[config.mk]
export PLATFORM = sky130hd
export DESIGN_NAME = iid_unit
export DESIGN_NICKNAME = d
export VERILOG_FILES = /design/src/rtl/iid_pkg.sv /design/src/rtl/iid_status_regs.sv /design/src/rtl/iid_pend_ctl.sv /design/src/rtl/iid_prio_enc.sv /design/src/rtl/iid_unit.sv
export SDC_FILE = /design/constraint.sdc
export NUM_CORES = 1
export LEC_CHECK = 0
export BUFFER_PORTS_ARGS = -buffer_cell sky130_fd_sc_hd__buf_2
export CORE_MARGIN = 2
export CORE_UTILIZATION = 37
export DETAILED_ROUTE_END_ITERATION = 16
export PLACE_DENSITY = 0.81
export RECOVER_POWER = 100
export SYNTH_ARGS = -nofsm -noshare
export SYNTH_HDL_FRONTEND = slang
export SYNTH_SLANG_ARGS = --single-unit
[constraint.sdc]
create_clock -name clk -period 4.1 [get_ports clk]
set_input_delay 0.41 -clock clk [delete_from_list [all_inputs] [get_ports clk]]
set_output_delay 0.41 -clock clk [all_outputs]
set_load 0.005 [all_outputs]
[src/rtl/iid_pkg.sv]
package iid_pkg;
  localparam int REG_W    = 8;
  localparam int CODE_W   = 3;
  localparam int CTL_IE   = 1;
  localparam int CTL_SIE  = 2;
  localparam int CTL_EIE  = 3;

  typedef struct packed {
    logic              boff;
    logic              ewrn;
    logic              rsvd;
    logic              rxok;
    logic              txok;
    logic [CODE_W-1:0] lec;
  } stat_t;

  localparam stat_t STAT_RST = '0;
endpackage

[src/rtl/iid_status_regs.sv]
module iid_status_regs
  import iid_pkg::*;
(
  input  logic              clk,
  input  logic              rst_n,
  input  logic              ev_txok,
  input  logic              ev_rxok,
  input  logic              ev_err,
  input  logic [CODE_W-1:0] ev_err_code,
  input  logic              ewrn_in,
  input  logic              boff_in,
  input  logic              wr_en,
  input  logic [REG_W-1:0]  wr_data,
  output stat_t             stat_q,
  output logic              stat_evt,
  output logic              err_evt
);
  stat_t stat_d;
  logic  upd_en;

  always_comb begin
    stat_d      = stat_q;
    stat_d.rsvd = 1'b0;
    if (wr_en) begin
      stat_d.lec  = wr_data[CODE_W-1:0];
      stat_d.txok = wr_data[3];
      stat_d.rxok = wr_data[4];
    end
    if (ev_txok) stat_d.txok = 1'b1;
    if (ev_rxok) stat_d.rxok = 1'b1;
    if (ev_err)  stat_d.lec  = ev_err_code;
    stat_d.ewrn = ewrn_in;
    stat_d.boff = boff_in;
  end

  assign upd_en   = wr_en | ev_txok | ev_rxok | ev_err |
                    (ewrn_in ^ stat_q.ewrn) | (boff_in ^ stat_q.boff);
  assign stat_evt = ev_txok | ev_rxok | (ev_err & (ev_err_code != '0));
  assign err_evt  = (ewrn_in ^ stat_q.ewrn) | (boff_in ^ stat_q.boff);

  always_ff @(posedge clk or negedge rst_n) begin
    if (!rst_n)      stat_q <= STAT_RST;
    else if (upd_en) stat_q <= stat_d;
  end
endmodule

[src/rtl/iid_pend_ctl.sv]
module iid_pend_ctl (
  input  logic clk,
  input  logic rst_n,
  input  logic sie,
  input  logic eie,
  input  logic stat_evt,
  input  logic err_evt,
  input  logic rd_clr,
  output logic pend_q
);
  logic set_req;
  logic pend_d;

  always_comb begin
    set_req = (sie & stat_evt) | (eie & err_evt);
    pend_d  = set_req | (pend_q & ~rd_clr);
  end

  always_ff @(posedge clk or negedge rst_n) begin
    if (!rst_n) pend_q <= 1'b0;
    else        pend_q <= pend_d;
  end
endmodule

[src/rtl/iid_prio_enc.sv]
module iid_prio_enc #(
  parameter int NUM_OBJ = 15,
  parameter int ID_W    = 8
) (
  input  logic               stat_pend,
  input  logic [NUM_OBJ-1:0] obj,
  output logic [ID_W-1:0]    id
);
  localparam int FIRST_OBJ_CODE = 2;

  logic [NUM_OBJ:0]   above;
  logic [NUM_OBJ-1:0] first;
  logic [ID_W-1:0]    term [NUM_OBJ];
  logic [ID_W-1:0]    obj_id;

  assign above[0] = 1'b0;

  for (genvar i = 0; i < NUM_OBJ; i++) begin : g_stage
    assign first[i]    = obj[i] & ~above[i];
    assign above[i+1]  = above[i] | obj[i];
    assign term[i]     = first[i] ? ID_W'(i + FIRST_OBJ_CODE) : '0;
  end

  always_comb begin
    obj_id = '0;
    for (int i = 0; i < NUM_OBJ; i++) obj_id = obj_id | term[i];
  end

  assign id = stat_pend ? ID_W'(1) : obj_id;
endmodule

[src/rtl/iid_unit.sv]
module iid_unit
  import iid_pkg::*;
#(
  parameter int NUM_OBJ = 15
) (
  input  logic               clk,
  input  logic               rst_n,
  input  logic [7:0]         ctl_reg,
  input  logic               ev_txok,
  input  logic               ev_rxok,
  input  logic               ev_err,
  input  logic [2:0]         ev_err_code,
  input  logic               ewrn_in,
  input  logic               boff_in,
  input  logic               stat_rd,
  input  logic               stat_wr,
  input  logic [7:0]         stat_wdata,
  input  logic [NUM_OBJ-1:0] obj_pend,
  output logic [7:0]         stat_rdata,
  output logic [7:0]         int_id,
  output logic               irq
);
  logic [1:0] rst_pipe;
  logic       rst_q_n;
  stat_t      stat_q;
  logic       stat_evt;
  logic       err_evt;
  logic       pend_q;

  always_ff @(posedge clk or negedge rst_n) begin
    if (!rst_n) rst_pipe <= 2'b00;
    else        rst_pipe <= {rst_pipe[0], 1'b1};
  end
  assign rst_q_n = rst_pipe[1];

  iid_status_regs u_stat (
    .clk        (clk),
    .rst_n      (rst_q_n),
    .ev_txok    (ev_txok),
    .ev_rxok    (ev_rxok),
    .ev_err     (ev_err),
    .ev_err_code(ev_err_code),
    .ewrn_in    (ewrn_in),
    .boff_in    (boff_in),
    .wr_en      (stat_wr),
    .wr_data    (stat_wdata),
    .stat_q     (stat_q),
    .stat_evt   (stat_evt),
    .err_evt    (err_evt)
  );

  iid_pend_ctl u_pend (
    .clk     (clk),
    .rst_n   (rst_q_n),
    .sie     (ctl_reg[CTL_SIE]),
    .eie     (ctl_reg[CTL_EIE]),
    .stat_evt(stat_evt),
    .err_evt (err_evt),
    .rd_clr  (stat_rd),
    .pend_q  (pend_q)
  );

  iid_prio_enc #(.NUM_OBJ(NUM_OBJ), .ID_W(8)) u_enc (
    .stat_pend(pend_q),
    .obj      (obj_pend),
    .id       (int_id)
  );

  assign stat_rdata = stat_q;
  assign irq        = ctl_reg[CTL_IE] & (int_id != 8'd0);
endmodule

==> results of run 1 <==
[cell families after synthesis]
logic type      count (synthesis)  synth area share, %
simple gates                   27                22.93
compound gates                 19                20.55
flops                          10                39.53
buf+inv                        10                8.300
mux                             3                4.743
xor+xnor                        2                2.767
other cells                     2                1.186
[metal layers]
layer / global-route usage [%] / part of all wire (%)
met5: 0 / 0
met4: 7.647 / 1.4
met3: 4.400 / 11
met2: 28.29 / 46
met1: 17.34 / 42
[stage by stage]
step | utilization (%) | hold slack, ps | instance area (sq um)
floorplan | - | 94.64 | 644.4
global placement | 55.06 | 132.0 | 858.3
detailed placement | 55.06 | 130.3 | 858.3
CTS | 58.03 | 131.9 | 904.6
global route | 56.74 | 156.6 | 884.6
finish | 56.74 | 120.7 | 884.6
[worst min-delay path by stage]
stage	from	endpoint	slack, ps	cells after the start
after floorplan	rst_pipe[1]	u_pend.pend_q	90	0
after global placement	rst_pipe[1]	u_stat.stat_q[7]	130	0
after detailed placement	rst_pipe[1]	u_stat.stat_q[7]	130	0
after CTS	rst_pipe[1]	u_stat.stat_q[6]	130	0
after global routing	rst_pipe[1]	u_stat.stat_q[0]	160	0
final	rst_pipe[1]	u_stat.stat_q[0]	120	0
[worst reg2reg max path: stages, from the launching register on]
cell and delay, ps:
dfrtp_1 390, xor2_1 160, o21ai_0 150, nand3_1 80
[registers in the layout, indices dropped and copies added, names as in the netlist]
register       cells
rst_pipe           2
u_pend.pend_q      1
u_stat.stat_q      7
[report_power, final]
group / internal (mW) / switching [mW]
combinational: 0.0267 / 0.0246
sequential: 0.106 / 0.00596
clock: 0.0538 / 0.0327
total: 0.186 / 0.0633
[placed cells by master, fill, tap and decap left out]
| master | count |
|---|---|
| nor2b_1 | 2 |
| or4_1 | 1 |
| conb_1 | 5 |
| o31a_1 | 2 |
| nor4_1 | 3 |
| nand2b_1 | 1 |
| a211o_1 | 3 |
| a31oi_2 | 1 |
| nand3b_1 | 1 |
| xor2_1 | 2 |
| nand3_1 | 1 |
| clkbuf_8 | 1 |
| dfrtp_1 | 10 |
| nor3_1 | 5 |
| mux2i_1 | 3 |
| o31ai_1 | 2 |
| nand2_1 | 6 |
| dlygate4sd3_1 | 1 |
| clkbuf_1 | 9 |
| a2111oi_0 | 1 |
| o21ai_0 | 5 |
| inv_1 | 3 |
| nor2_1 | 5 |
| or3_1 | 2 |
| a21oi_1 | 5 |
| buf_2 | 38 |
| clkbuf_4 | 3 |
[area by class of cell]
type	instances	area [sq um]
Fill cell	147	674.4
Multi-Input combinational cell	56	332.8
Sequential cell	10	250.2
Timing Repair Buffer	48	234.0
Clock buffer	4	36.28
Tap cell	16	20.02
Inverter	3	11.26
==> summary.txt, run 1 <==
Clock tree
  – Hold Buf Count CTS: 1
  – Clk Latency, worst-skew pair: 260 ps
  – CTS HTree Levels: 1
  – CTS root buf: clkbuf_4
  – Cts bufs inserted: 3
  – Clk slew on worst S/H paths: 70 ps
  – Cts repair resizes: 0
  – CTS Buffer Depth: 2
  – Post CTS Setup Buffer Count: 0
  – Sink Count: 10
  – CTS tree: done

Setup path
  – Reg2reg start: u_stat.stat_q[6]
  – Critical-path cell list: clkbuf_1 -> or4_1 -> or3_1 -> or3_1 -> a31oi_2 -> o31a_1 -> clkbuf_1
  – CP delay by family, top: simple AND/OR/NAND/NOR gates
  – Critical path data required time: 3690 ps
  – WP buf/inv: 2
  – Startpoint types: primary input
  – Worst EP arrival: 2360 ps
  – Nature of the critical path endpoint: output port
  – Crit path to: irq
  – Worst Setup SP: obj_pend[3]
  – Slowest-stage cell, CP: or4_1
  – Critical Path Max Stage Delay: 590 ps
  – R2r worst-path depth: 3
  – Critical Path Stages: 7
  – Flop2flop setup slack: 3190 ps
  – Crit-path max FO: 4
  – Reg2reg end: u_pend.pend_q
  – Worst Setup Path Type: in2out

Detailed routing
  – Initial DRC count: 9
  – Wire per inst: 11.27 microns
  – Final ANT Viol Nets: 0
  – Via/cell ratio: ~5.3
  – Routed WL: 1544 microns
  – First drt pass iteration count: 4
  – Via count: ~730
  – DRC Markers: 0

Synthesis
  – List of most frequent post-synthesis cells: 10 x dfrtp_1, 6 x nand2_1
  – Synthesis Warnings: 0
  – Most numerous cell in the Yosys netlist: dfrtp_1
  – Yosys reg bits: 10
  – Synth Instances: 73
  – Asr flop ratio synth: 100.0%
  – Netlist Area Pre-Place: 633.1 sq um
  – Post-synthesis sequential area ratio: 39.53%
  – Number of flops mapped to enable cells by yosys: 0
  – Ys flop type: dfrtp_1
  – Syn avg cell area: 8.673 sq um
  – Ranking of synthesized cells by area: dfrtp_1 40%, mux2i_1 4.7%, buf_4 4.7%
  – Distinct cells, synth: 25
  – Area leader, netlist: dfrtp_1
  – Top cell type's share of synthesized area: 39.53%

Floorplan
  – Die Wd: 45.37 microns
  – Die Area: 2058 sq um
  – Row count: 14
  – Top Ports: 60
  – Initial Util: around 41%
  – Die Height: roughly 45 microns
  – CORE AREA: 1559 sq um

Run status
  – Status: complete, no violations

Final layout
  – Post-Layout Cell Count: 137
  – Share of layout cells above drive strength 1: between 30% and 40%
  – Antenna cells: 0
  – Area growth syn-to-layout: 39.72%
  – Fin nets: 165

GRT
  – First-pass GRT wire length: 2408 microns
  – Initial antenna violation count: 0
  – Global-route usage over all layers: 15.96%
  – Largest net degree at the start of global routing: 9
  – Gr ovfl total: 0
  – Vias in the first global route: 650

Place
  – GP Congestion: 0.6594
  – Placed instance count: 132
  – Post-DP HPWL: 1330 microns
  – IO buf count: 47
  – Pre-CTS WS: between 1000 and 1500 ps

Power
  – Leakage: 0.4292 nW
  – Design Power: about 0.25 mW
  – Pwr Density: 281.8 nW/um^2
  – Worst VDD drop: roughly 190 uV

STA
  – # setup viols final: 0
  – Final WS setup: 1334 ps
  – Maximum clock frequency: roughly 360 MHz
  – Layout Skew: approximately 6.1 ps
  – Final Hold Fails: 0
  – Final cycle utilization of the critical path: 67.47%
  – RSZ-0062 raised after global routing: no
  – Total negative setup slack: 0 ps
  – Max-slew violations: 0
  – Final Critical Period: 2766 ps

Job
  – Max_cap viols: 0

Min path
  – Min-Delay Path Class: reg2async
No activity file was read; power rests on OpenSTA's default activity.
==> inputs of run 2 (changes only) <==
--- a/config.mk
+++ b/config.mk
@@ -7,9 +7,9 @@
 export LEC_CHECK = 0
 export BUFFER_PORTS_ARGS = -buffer_cell sky130_fd_sc_hd__buf_2
 export CORE_MARGIN = 2
-export CORE_UTILIZATION = 37
+export CORE_UTILIZATION = 32
 export DETAILED_ROUTE_END_ITERATION = 16
-export PLACE_DENSITY = 0.81
+export PLACE_DENSITY = 0.75
 export RECOVER_POWER = 100
 export SYNTH_ARGS = -nofsm -noshare
 export SYNTH_HDL_FRONTEND = slang
==> constraint.sdc (replaced) <==
create_clock -name clk -period 2.23 [get_ports clk]
set_input_delay 0.223 -clock clk [delete_from_list [all_inputs] [get_ports clk]]
set_output_delay 0.223 -clock clk [all_outputs]
set_load 0.005 [all_outputs]
==> run 2 against run 1 <==
Against the previous run:
- setup slack lost 1300 ps
- global-route usage down 0.59 points
- first-iteration DRC count fell by 22%
- count of clock-buffer cells in the layout did not move
- highest routed layer is now met3
- power increased by 86%
- flip-flop and latch count stayed put
- critical endpoint unchanged
==> summary.txt, run 2 (synthesis results as in run 1) <==
STA
  – Maximum clock frequency: 455.0 MHz
  – RSZ-0062 raised after global routing: yes
  – Final Critical Period: ~2200 ps
  – Max-slew violations: 0
  – Total negative setup slack: 0 ps
  – Final cycle utilization of the critical path: 98.55%
  – Final Hold Fails: 0
  – Layout Skew: 3.144 ps
  – # setup viols final: 0

Final layout
  – Area growth syn-to-layout: 51.78%
  – Design area: 960.9 sq um
  – Share of layout cells above drive strength 1: between 40% and 50%
  – Fin nets: 169
  – Number of flip-flops under the largest register name: 7
  – Commonest cells after routing, fill and taps aside: 39 x buf_2, 10 x dfrtp_1, 6 x nand2_1, 6 x clkbuf_1
  – Commonest non-fill, non-tap cell in the layout: buf_2
  – Biggest regs: u_stat.stat_q (7), rst_pipe (2), u_pend.pend_q (1)
  – Antenna cells: 0
  – Post-Layout Cell Count: 152
  – Largest register by flop count: u_stat.stat_q

Floorplan
  – Die Area: 2350 sq um
  – Top Ports: 60
  – Die Height: 48.48 microns
  – Die Wd: 48.48 microns
  – Initial Util: roughly a third
  – CORE AREA: approximately 1900 sq um
  – Row count: 16

GRT
  – Initial antenna violation count: 0
  – Gr ovfl total: 0
  – Routing usage on met3: around 3.7%
  – Met1 usage: 17.32%
  – GRT busiest layer: met2
  – Vias in the first global route: between 600 and 700
  – First-pass GRT wire length: 2898 microns
  – Global-route usage over all layers: 15.37%
  – Largest net degree at the start of global routing: 9
  – Grt met2 use: 28.70%

Setup path
  – R2r worst-path depth: 3
  – Reg2reg end: u_pend.pend_q
  – Reg2reg start: u_stat.stat_q[7]
  – Startpoint types: primary input
  – Critical Path Max Stage Delay: 540 ps
  – Nature of the critical path endpoint: output port
  – CP delay by family, top: simple AND/OR/NAND/NOR gates
  – Flop2flop setup slack: 1280 ps
  – Worst EP arrival: 1970 ps
  – Critical-path cell list: buf_6 -> or4_4 -> or3_4 -> or3_4 -> a31oi_4 -> o31a_1 -> buf_2
  – Crit-path max FO: 2
  – Cell mode on critical path: or3_4
  – WP buf/inv: 2
  – Worst Setup Path Type: in2out
  – Slowest-stage cell, CP: or4_4
  – Critical path data required time: 2010 ps

Place
  – Post-Place Cell Area: 902.1 sq um
  – Placed instance count: 147
  – Post-DP HPWL: 1373 microns
  – IO buf count: 47
  – GP Congestion: 0.8381

Detailed routing
  – Via/cell ratio: 4.796
  – DRC Markers: 0
  – Via count: 729
  – Final ANT Viol Nets: 0
  – Initial DRC count: 7
  – Wire per inst: 10.89 microns
  – Routed WL: 1655 microns
  – First drt pass iteration count: 4

Job
  – Max_cap viols: 0

Clock tree
  – Sink Count: 10
  – CTS tree: done
  – CTS HTree Levels: 1
  – Clk slew on worst S/H paths: 60 ps
  – CTS Buffer Depth: 2
  – Cts bufs inserted: 3
  – CTS root buf: clkbuf_4
  – Post CTS Setup Buffer Count: 0
  – Clk Latency, worst-skew pair: about 250 ps

Min path
  – Min-Delay Path Class: in2reg
  – Hold Crit Depth: 1
  – Hold Startpoint: boff_in
  – Hold endpoint: u_stat.stat_q[7]

Power
  – Pwr Density: ~480 nW/um^2
  – Worst VDD drop: 330.9 uV
  – Leakage: 0.4626 nW

Run status
  – Status: complete, no violations
[run 2: cell types whose count changed in the layout (fill, tap and decap cells not counted), sizes merged]
| cell | previous run | this run |
|---|---|---|
| clkbuf | 13 | 11 |
| buf | 38 | 44 |
[run 2: worst register-to-register path, stage by stage, from the launching register on]
cell and delay (ps):
dfrtp_1 380, xor2_1 160, o21ai_0 190, nand3_1 100
[run 2: worst max-delay path by stage]
stage,start,endpoint,slack (ps),cells after the start
6_report,obj_pend[3],irq,30,7
5_1_grt,obj_pend[3],irq,-20,7
4_1_cts,obj_pend[3],irq,10,7
3_5_place_dp,obj_pend[3],irq,-20,7
3_3_place_gp,obj_pend[3],irq,-20,7
2_1_floorplan,obj_pend[3],irq,170,5
[run 2: layout make-up]
type,instances,area [sq um]
fillers,196,960.9
multi-input cells,56,355.3
repair buffers,52,274.0
flip-flops and latches,10,250.2
clock buffers,4,36.28
well taps,27,33.78
inverters,3,11.26
[run 2: power by group]
group / internal (mW) / total, mW / switching, mW
registers: 0.194 / 0.206 / 0.0120
clock network: 0.0988 / 0.154 / 0.0554
logic: 0.0556 / 0.103 / 0.0479
total: 0.348 / 0.464 / 0.115
[run 2: per-stage QoR]
stage	utilization (%)	power [mW]	setup WS (ps)	hold slack (ps)
6_report	50.00	0.4637	32.36	110.0
5_1_grt	50.00	0.4991	-18.51	96.15
4_1_cts	49.35	0.4670	14.78	94.72
3_5_place_dp	46.94	0.3086	-23.03	8.138
3_3_place_gp	46.94	0.3053	-23.46	8.071
2_1_floorplan	-	0.2506	165.4	-72.59
[run 2: layer usage]
| metal | vias to the layer above | part of all wire, % |
|---|---|---|
| met5 | - | 0 |
| met4 | 0 | 0 |
| met3 | 0 | 11 |
| met2 | 48 | 49 |
| met1 | 319 | 39 |
| li1 | 362 | - |
[run 2: timing repair]
item | 4_1_cts | 5_1_grt
pin swaps | 1 | 3
endpoints found under the setup margin | 1 | 1
hold buffers | 1 | 0
endpoints found under the hold margin | 2 | 0
gates cloned | 0 | 0
gates resized for setup | 0 | 3
==> inputs of run 3 (changes only) <==
--- a/config.mk
+++ b/config.mk
@@ -9,7 +9,7 @@
 export CORE_MARGIN = 2
 export CORE_UTILIZATION = 32
 export DETAILED_ROUTE_END_ITERATION = 16
-export PLACE_DENSITY = 0.75
+export PLACE_DENSITY_LB_ADDON = 0.25
 export RECOVER_POWER = 100
 export SYNTH_ARGS = -nofsm -noshare
 export SYNTH_HDL_FRONTEND = slang
==> run 3 against run 2 <==
Against the previous run:
- register-to-register slack improved by 30 ps
- via count fell by 2.3%
- combinational power barely moved
- power rose by 0.15%
- die area did not move
- first-iteration DRC count fell by 71%
- sequential power barely moved
- clock power rose by 3%
- wire length fell by 4.7%
- worst hold slack improved by 2.8 ps
- core utilization fell by 0.13 points
- count of clock-buffer cells in the layout did not move
- critical endpoint unchanged
==> summary.txt, run 3 (synthesis results as in run 1) <==
Run status
  – Status: complete, no violations

Power
  – Worst VDD drop: about 300 uV
  – Reg power frac: 44.3%
  – Sw Pwr: 0.1163 mW
  – Clock network fraction of total power: 33.9%
  – Sw Share: between 20% and 30%
  – Leakage: around 0.46 nW
  – Pwr Density: between 400 and 500 nW/um^2
  – Int Pwr: 0.3481 mW
  – Gate power share: 21.8%
  – Design Power: around 0.46 mW

Place
  – Placed instance count: between 100 and 150
  – IO buf count: 47
  – Post-DP HPWL: 1373 microns
  – GP Congestion: 0.7994

GRT
  – Vias in the first global route: 730
  – Largest net degree at the start of global routing: 9
  – Gr ovfl total: 0
  – First-pass GRT wire length: 2994 microns
  – Global-route usage over all layers: 15.64%
  – Initial antenna violation count: 0

Setup path
  – Nature of the critical path endpoint: output port
  – Worst Setup Path Type: in2out
  – Startpoint types: primary input
  – Crit-path max FO: 2
  – Slowest-stage cell, CP: or4_4
  – Critical path data required time: 2010 ps
  – Cell mode on critical path: or3_4
  – Critical-path cell list: buf_6 -> or4_4 -> or3_4 -> or3_4 -> a31oi_4 -> o31a_1 -> buf_2
  – Worst EP arrival: 1970 ps
  – Critical Path Max Stage Delay: 530 ps

Detailed routing
  – Routed WL: 1578 microns
  – DRC Markers: 0
  – Wire per inst: 10.38 microns
  – Initial DRC count: 2
  – Via/cell ratio: between 4 and 5
  – Final ANT Viol Nets: 0
  – First drt pass iteration count: 3
  – Via count: 712

Floorplan
  – Top Ports: 60
  – Initial Util: 32.94%
  – Die Height: approximately 48 microns
  – Die Area: roughly 2400 sq um
  – CORE AREA: 1922 sq um
  – Die Wd: ~48 microns
  – Row count: 16

Final layout
  – Fin nets: ~170
  – Biggest regs: u_stat.stat_q (7), rst_pipe (2), u_pend.pend_q (1)
  – Commonest non-fill, non-tap cell in the layout: buf_2
  – Commonest cells after routing, fill and taps aside: 38 x buf_2, 10 x dfrtp_1, 8 x clkbuf_1
  – Number of flip-flops under the largest register name: 7
  – Post-Layout Cell Count: ~150
  – Largest register by flop count: u_stat.stat_q
  – Antenna cells: 0
  – Filler cells: 212
  – Area growth syn-to-layout: 51.38%
  – Share of layout cells above drive strength 1: 40.80%

STA
  – Maximum clock frequency: 456.3 MHz
  – Layout Skew: 1.733 ps
  – Final Critical Period: 2192 ps
  – Final Hold Fails: 0
  – RSZ-0062 raised after global routing: yes
  – Max-slew violations: 0
  – Final cycle utilization of the critical path: 98.28%
  – Total negative setup slack: 0 ps
  – # setup viols final: 0

Clock tree
  – Clk Latency, worst-skew pair: 250 ps
  – CTS root buf: clkbuf_4
  – CTS tree: done
  – Clk slew on worst S/H paths: about 60 ps
  – CTS HTree Levels: 1
  – Sink Count: 10
  – Post CTS Setup Buffer Count: 0
  – Cts bufs inserted: 3
  – CTS Buffer Depth: 2

Job
  – Max_cap viols: 0

Min path
  – Min-Delay Path Class: in2reg
[run 3: cell count changes in the layout (fill, tap and decap cells not counted)]
cell,before,now
clkbuf_1,6,8
buf_2,39,38
clkbuf_2,1,0
[run 3: layer usage]
metal	up-vias	share of wire, %	track usage (%)	wire, microns
li1	361	-	-	-
met4	0	0.38	5.714	6
met5	-	0	0	0
met3	2	7.5	1.852	118
met2	28	53	28.70	837
met1	321	39	18.74	616
[run 3: per-stage QoR]
step	worst slack (ps)	area [sq um]	hold slack, ps	utilization, %
after detailed placement	-27.86	902.1	9.587	46.94
after floorplan	165.4	644.4	-72.59	-
final	38.46	958.4	112.8	49.87
after CTS	14.41	948.4	99.27	49.35
after global routing	-12.31	958.4	103.6	49.87
after global placement	-28.88	902.1	7.305	46.94
[run 3: final timing paths]
check                           depth (start not counted)  slack, ps          endpoint        startpoint
min in group asynchronous                               0        130  u_stat.stat_q[7]       rst_pipe[1]
max in group asynchronous                               2       1830       rst_pipe[1]             rst_n
worst min-delay path                                    1        110  u_stat.stat_q[6]           ewrn_in
worst min register to register                          0        130  u_stat.stat_q[7]       rst_pipe[1]
worst max register to register                          3       1310     u_pend.pend_q  u_stat.stat_q[7]
worst max-delay path                                    7         40               irq       obj_pend[3]
[run 3: what timing repair did]
action | CTS | global route
gates resized for setup | 0 | 3
pin swaps | 1 | 3
endpoints found under the hold margin | 2 | 0
endpoints found under the setup margin | 1 | 1
hold buffers | 1 | 0
[run 3: power by group through the flow]
stage          sequential (mW)  clock [mW]  combinational, mW
6_report                 0.206       0.158              0.101
5_1_grt                  0.208       0.175              0.117
4_1_cts                  0.205       0.161              0.101
3_5_place_dp             0.209           0             0.0997
3_3_place_gp             0.208           0             0.0976
2_1_floorplan            0.208           0             0.0429
[run 3: critical path: cells and delay by family]
| kind | cells | cell delay (ps) |
|---|---|---|
| buffers and inverters | 2 | 190 |
| and+or+nand+nor | 3 | 1220 |
| AOI/OAI and AO/OA | 2 | 330 |
[run 3: area by class of cell]
type / count / area [sq um] / share of cell area [%]
inverter: 3 / 11.26 / 1.175
timing repair buffer: 52 / 271.5 / 28.33
sequential: 10 / 250.2 / 26.11
tap: 27 / 33.78 / 3.525
clock buffer: 4 / 36.28 / 3.786
multi-input combinational: 56 / 355.3 / 37.08
